[src/rtl/tmr_pkg.sv]
package tmr_pkg;
  localparam int DIV_EXP_MAX = 7;            // 2*4*16 = 2**7
  localparam int DIV_W       = DIV_EXP_MAX;  // counter holds 0..127

  typedef struct packed {
    logic srcPulse;     // one counted time-base pulse
    logic clrDiv;       // clear divider (configuration changed)
    logic wdogRun;      // watchdog enabled this cycle
    logic wdogRestart;  // external edge seen, restart watchdog
  } tmrStrobe_t;
endpackage

[src/rtl/tmr_ctrl.sv]
module tmr_ctrl
  import tmr_pkg::*;
(
  input  logic             clk,
  input  logic             rstN,
  input  logic             extRise,
  input  logic             intTick,
  input  logic [3:0]       cfgBits,
  output tmrStrobe_t       strobe,
  output logic [DIV_W-1:0] ratioM1
);
  logic [3:0] cfgPrev;
  logic       cfgChg;
  logic       cfgExt;
  logic [2:0] divExp;

  always_ff @(posedge clk) begin
    if (!rstN) cfgPrev <= 4'd0;
    else       cfgPrev <= cfgBits;
  end

  assign cfgChg = (cfgBits != cfgPrev);
  assign cfgExt = cfgBits[0];
  // stage weights 2,4,16 are 2**1, 2**2, 2**4
  assign divExp  = cfgBits[3:1];
  assign ratioM1 = DIV_W'((8'd1 << divExp) - 8'd1);

  always_comb begin
    strobe.srcPulse    = cfgExt ? extRise : intTick;
    strobe.clrDiv      = cfgChg;
    strobe.wdogRun     = cfgExt && !cfgChg;
    strobe.wdogRestart = extRise;
  end

  a_r5_chg_clears: assert property (@(posedge clk) disable iff (!rstN)
    cfgChg |-> strobe.clrDiv && !strobe.wdogRun);
endmodule

[src/rtl/tmr_dp.sv]
module tmr_dp
  import tmr_pkg::*;
#(
  parameter int WDOG_LIMIT  = 8000,
  parameter int SYNC_STAGES = 2
) (
  input  logic             clk,
  input  logic             rstN,
  input  logic             extClkPin,
  input  tmrStrobe_t       strobe,
  input  logic [DIV_W-1:0] ratioM1,
  output logic             extRise,
  output logic             timerTick,
  output logic             wdogFault
);
  localparam int WD_W = $clog2(WDOG_LIMIT + 1);
  localparam logic [WD_W-1:0] WD_TOP  = WD_W'(WDOG_LIMIT);
  localparam logic [WD_W-1:0] WD_LAST = WD_W'(WDOG_LIMIT - 1);

  logic [SYNC_STAGES:0] syncQ;
  logic [DIV_W-1:0]     divCnt;
  logic [WD_W-1:0]      wdCnt;

  // synchronizer chain plus one history flop for edge detection
  genvar gi;
  generate
    for (gi = 0; gi <= SYNC_STAGES; gi++) begin : g_sync
      always_ff @(posedge clk) begin
        if (!rstN) syncQ[gi] <= 1'b0;
        else if (gi == 0) syncQ[gi] <= extClkPin;
        else syncQ[gi] <= syncQ[(gi == 0) ? 0 : gi - 1];
      end
    end
  endgenerate

  assign extRise = syncQ[SYNC_STAGES-1] && !syncQ[SYNC_STAGES];

  always_ff @(posedge clk) begin
    if (!rstN) begin
      divCnt    <= '0;
      timerTick <= 1'b0;
    end else if (strobe.clrDiv) begin
      divCnt    <= '0;
      timerTick <= 1'b0;
    end else if (strobe.srcPulse) begin
      if (divCnt >= ratioM1) begin
        divCnt    <= '0;
        timerTick <= 1'b1;
      end else begin
        divCnt    <= divCnt + 1'b1;
        timerTick <= 1'b0;
      end
    end else begin
      timerTick <= 1'b0;
    end
  end

  always_ff @(posedge clk) begin
    if (!rstN || !strobe.wdogRun || strobe.wdogRestart) begin
      wdCnt     <= '0;
      wdogFault <= 1'b0;
    end else if (wdCnt == WD_LAST) begin
      wdCnt     <= WD_TOP;
      wdogFault <= 1'b1;
    end else begin
      if (wdCnt != WD_TOP) wdCnt <= wdCnt + 1'b1;
      wdogFault <= 1'b0;
    end
  end

  a_r7_fault_single: assert property (@(posedge clk) disable iff (!rstN)
    wdogFault |=> !wdogFault);
  a_r8_edge_no_fault: assert property (@(posedge clk) disable iff (!rstN)
    extRise |=> !wdogFault);
  a_r4_rise_single: assert property (@(posedge clk) disable iff (!rstN)
    extRise |=> !extRise);
  a_r2_div_bound: assert property (@(posedge clk) disable iff (!rstN)
    !strobe.clrDiv |=> divCnt <= $past(ratioM1));
endmodule

[src/rtl/tmr_tick_gen.sv]
module tmr_tick_gen
  import tmr_pkg::*;
#(
  parameter int WDOG_LIMIT = 8000
) (
  input  logic       clk,
  input  logic       rstN,
  input  logic       extClkPin,
  input  logic       intTick,
  input  logic [3:0] cfgBits,
  output logic       timerTick,
  output logic       wdogFault
);
  tmrStrobe_t       strobe;
  logic [DIV_W-1:0] ratioM1;
  logic             extRise;

  tmr_ctrl u_ctrl (
    .clk(clk), .rstN(rstN), .extRise(extRise), .intTick(intTick),
    .cfgBits(cfgBits), .strobe(strobe), .ratioM1(ratioM1)
  );

  tmr_dp #(.WDOG_LIMIT(WDOG_LIMIT), .SYNC_STAGES(2)) u_dp (
    .clk(clk), .rstN(rstN), .extClkPin(extClkPin), .strobe(strobe),
    .ratioM1(ratioM1), .extRise(extRise), .timerTick(timerTick),
    .wdogFault(wdogFault)
  );

  a_r6_int_no_fault: assert property (@(posedge clk) disable iff (!rstN)
    !cfgBits[0] |=> !wdogFault);
  a_r1_int_idle_no_tick: assert property (@(posedge clk) disable iff (!rstN)
    (!cfgBits[0] && !intTick) |=> !timerTick);
  a_r3_tick_single: assert property (@(posedge clk) disable iff (!rstN)
    timerTick |=> !timerTick);
  a_r9_reset_quiet: assert property (@(posedge clk)
    !rstN |=> !timerTick && !wdogFault);
endmodule

[config.mk]
export PLATFORM = sky130hd
export DESIGN_NAME = tmr_tick_gen
export DESIGN_NICKNAME = d
export VERILOG_FILES = /design/src/rtl/tmr_pkg.sv /design/src/rtl/tmr_ctrl.sv /design/src/rtl/tmr_dp.sv /design/src/rtl/tmr_tick_gen.sv
export SDC_FILE = /design/constraint.sdc
export NUM_CORES = 1
export LEC_CHECK = 0
export BUFFER_PORTS_ARGS = -buffer_cell sky130_fd_sc_hd__buf_2
export CAP_MARGIN = 20
export CORE_UTILIZATION = 50
export CTS_CLUSTER_SIZE = 25
export DETAILED_ROUTE_END_ITERATION = 10
export PLACE_DENSITY = 0.66
export SKIP_LAST_GASP = 1
export SLEW_MARGIN = 20
export SYNTH_ARGS = -nofsm -noshare
export SYNTH_HDL_FRONTEND = slang
export SYNTH_SLANG_ARGS = --single-unit
[constraint.sdc]
create_clock -name clk -period 3.45 [get_ports clk]
set_input_delay 0.345 -clock clk [delete_from_list [all_inputs] [get_ports clk]]
set_output_delay 0.345 -clock clk [all_outputs]
set_load 0.01 [all_outputs]
==> impl_metrics.py <==
metrics = {
    "run_status": {
        "outcome": "finished, final reports clean",
    },
    "sta": {
        "fin_crit_sh_pct": 73.00,
        "holdWs_ns": 0.2354,
        "clock.fmax_mhz": 397.1,
        "fin_crit_ns": 2.518,
        "slew_headroom_pct": 53.40,
        "skew_ns": 0.01167,
        "setup_viol": 0,
        "rsz0062_at_grt": "no",
        "report.final.slew_viol_count": 0,
        "tns_ns": 0,
        "worstMarginPinSlew_ns": 0.6990,
        "setup_ws_ns": 0.9315,
        "hold_violations": 0,
    },
    "setup_path": {
        "worstReg2RegEnd": "u_dp.divCnt[1]",
        "crit_family": "compound AO/OA/AOI/OAI gates",
        "cp.arrival_ns": 2.75,
        "critPathMaxStageDelay_ns": 0.41,
        "r2r_cells": 6,
        "end_kind": "register",
        "worstPathRequired_ns": 3.69,
        "crit_slowest_cell": "or3_1",
        "worstSetupStartpointType": "input port",
        "cp_num_buf_inv": 1,
        "worstSetupPathType": "input port to register",
        "ff2ff_setup_slack_ns": 1.69,
        "path_cells": "buf_2 > or3_1 > ha_1 > nor3_1 > a21oi_1 > o21a_1 > ha_1 > a21oi_1 > o21ai_0 > o21bai_1 > a221oi_1",
        "critPathMaxFanout": 10,
        "r2r_start": "u_dp.divCnt[0]",
    },
    "cts": {
        "clk_pin_slew_ns": 0.09,
        "holdBufCountCts": 0,
        "clk-insertion-delay-late_ns": 0.33,
        "cts_buffers": 5,
        "postCtsSetupBuffers": 0,
        "cts_tree": "done",
        "cts_resized": 0,
        "clockBufferDepth": 2,
        "cts-root-buf": "clkbuf_4",
        "cts.sink_count": 29,
        "htree_levels": 2,
    },
    "yosys": {
        "mappedNetlistArea_mm2": 0.001595,
        "synth_top_area_cell": "dfxtp_1",
        "ys.flop_type": "dfxtp_1",
        "postSynth.asyncResetShare_pct": 0,
        "ys_ff_latch": 29,
        "synth_warnings": 0,
        "synthCells": 171,
        "synth_nets": 190,
        "yosysSeqAreaShare_pct": 36.39,
        "synth_edf_count": 0,
        "synthTopCellsByArea": "dfxtp_1 36%, xnor2_1 8.8%, ha_1 8.6%",
        "syn_area_per_cell_um2": 9.329,
        "yosysUniqueCellTypes": 39,
        "synth_top_area_share_pct": 36.39,
    },
    "final_layout": {
        "design_area_mm2": 0.001744,
        "final_common_cell": "dfxtp_1",
        "area_growth_pct": 9.333,
        "diodes": 0,
        "drive_gt1_share_pct": 14.84,
        "utilization_pct": 57.60,
        "final_cell_mix": "29 x dfxtp_1, 16 x xnor2_1, 13 x nand2_1, 11 x ha_1",
        "stdcell_count": 226,
        "nets": 201,
    },
    "power": {
        "ir_worst_vdd_mv": 0.2221,
        "p_per_area_mw_per_mm2": 373.2,
        "total_power_mw": 0.6509,
        "p_leak_nw": 0.5854,
    },
    "global_route": {
        "grt_pass1_vias": 1147,
        "grt-ovfl-total": 0,
        "antenna_found_initial": 0,
        "grt_pass1_wl_um": 5030,
        "grtUsageTotal_pct": 19.90,
        "grt_start_max_net_pins": 15,
    },
    "placement": {
        "dpl.hpwl_um": 2045,
        "io_buffers": 9,
        "gp_congestion": 0.7838,
        "placedCellCount": 219,
        "placed_area_mm2": 0.001672,
        "pre_cts_slack_ns": 0.6035,
    },
    "floorplan": {
        "coreArea_mm2": 0.003028,
        "rows": 20,
        "design.die.area_mm2": 0.003421,
        "pin_count": 10,
        "fp.dieW_um": 58.49,
        "die_h_um": 58.49,
        "start_util_pct": 52.69,
    },
    "detailed_routing": {
        "drt_iter0_drc": 46,
        "antenna_left": 0,
        "vias": 1188,
        "wl_per_cell_um": 12.40,
        "drc": 0,
        "firstDrtPassIters": 4,
        "drt-total-wl_um": 2802,
        "viasPerCell": 5.257,
    },
    "flow_run": {
        "maxCapViolCount": 0,
    },
    "hold_path": {
        "hold_end": "u_dp.syncQ[0]",
        "hold_class": "input port to register",
        "min_from": "extClkPin",
        "hold_path_depth": 2,
    },
}
## how the worst max path moves through the flow
| stage | to | from | cells after the start | slack, ns |
|---|---|---|---|---|
| floorplan | u_dp.divCnt[1] | cfgBits[3] | 11 | 0.81 |
| finish | u_dp.divCnt[1] | cfgBits[3] | 11 | 0.93 |
| global route | u_dp.divCnt[1] | cfgBits[3] | 11 | 0.67 |
| CTS | u_dp.divCnt[1] | cfgBits[3] | 11 | 0.95 |
| global placement | u_dp.divCnt[1] | cfgBits[3] | 11 | 0.70 |
| detailed placement | u_dp.divCnt[1] | cfgBits[3] | 11 | 0.60 |
## synthesized netlist by cell type, types with 2 or more instances
master / number
inv_1: 8
nor3_1: 8
ha_1: 11
nor3_2: 3
buf_2: 3
nor4_1: 2
a211oi_1: 8
and2_1: 8
nand4_1: 2
o21ai_0: 2
dfxtp_1: 29
nand2_1: 13
nand2b_1: 3
a21oi_1: 7
nor4_4: 2
nor2_1: 10
nand3_1: 10
xnor2_1: 16
xor2_1: 6
## cell families (layout without fill, tap and decap cells)
logic type | Yosys count | in the layout | share of synthesized area [%]
and+or+nand+nor | 70 | 70 | 26.83
DFF | 29 | 29 | 36.39
AOI/OAI and AO/OA | 25 | 25 | 12.08
xor gates and xnor gates | 22 | 22 | 12.08
buffers and inverters | 13 | 24 | 3.372
adders and majority gates | 11 | 11 | 8.627
muxes | 1 | 1 | 0.6275
## registers in the layout (all words and copies together), names as in the netlist
register,flops
u_dp.wdCnt,13
u_dp.divCnt,7
u_ctrl.cfgPrev,4
u_dp.syncQ,3
u_dp.timerTick,1
u_dp.wdogFault,1
## power breakdown
group          total, mW  leakage, nW  switching [mW]  internal [mW]
sequential         0.341        0.235         0.00204          0.339
clock              0.265       0.0410           0.117          0.147
combinational     0.0455        0.309          0.0268         0.0187
total              0.651        0.585           0.146          0.505
## cell type report
class	instances	area, µm²
Clock inverter	2	35.03
Tap cell	44	55.05
Sequential cell	29	580.6
Inverter	8	30.03
Multi-Input combinational cell	129	960.9
Fill cell	281	1284
Clock buffer	5	37.54
Timing Repair Buffer	9	45.04
## routing by layer
| layer | vias up | routed length [µm] | part of all wire, % | GRT usage [%] |
|---|---|---|---|---|
| li1 | 622 | - | - | - |
| met5 | - | 0 | 0 | 0 |
| met3 | 5 | 102 | 3.6 | 7.253 |
| met4 | 0 | 45 | 1.6 | 7.483 |
| met2 | 14 | 1263 | 45 | 31.20 |
| met1 | 547 | 1391 | 50 | 25.07 |
(Power assumes the default switching activity.)
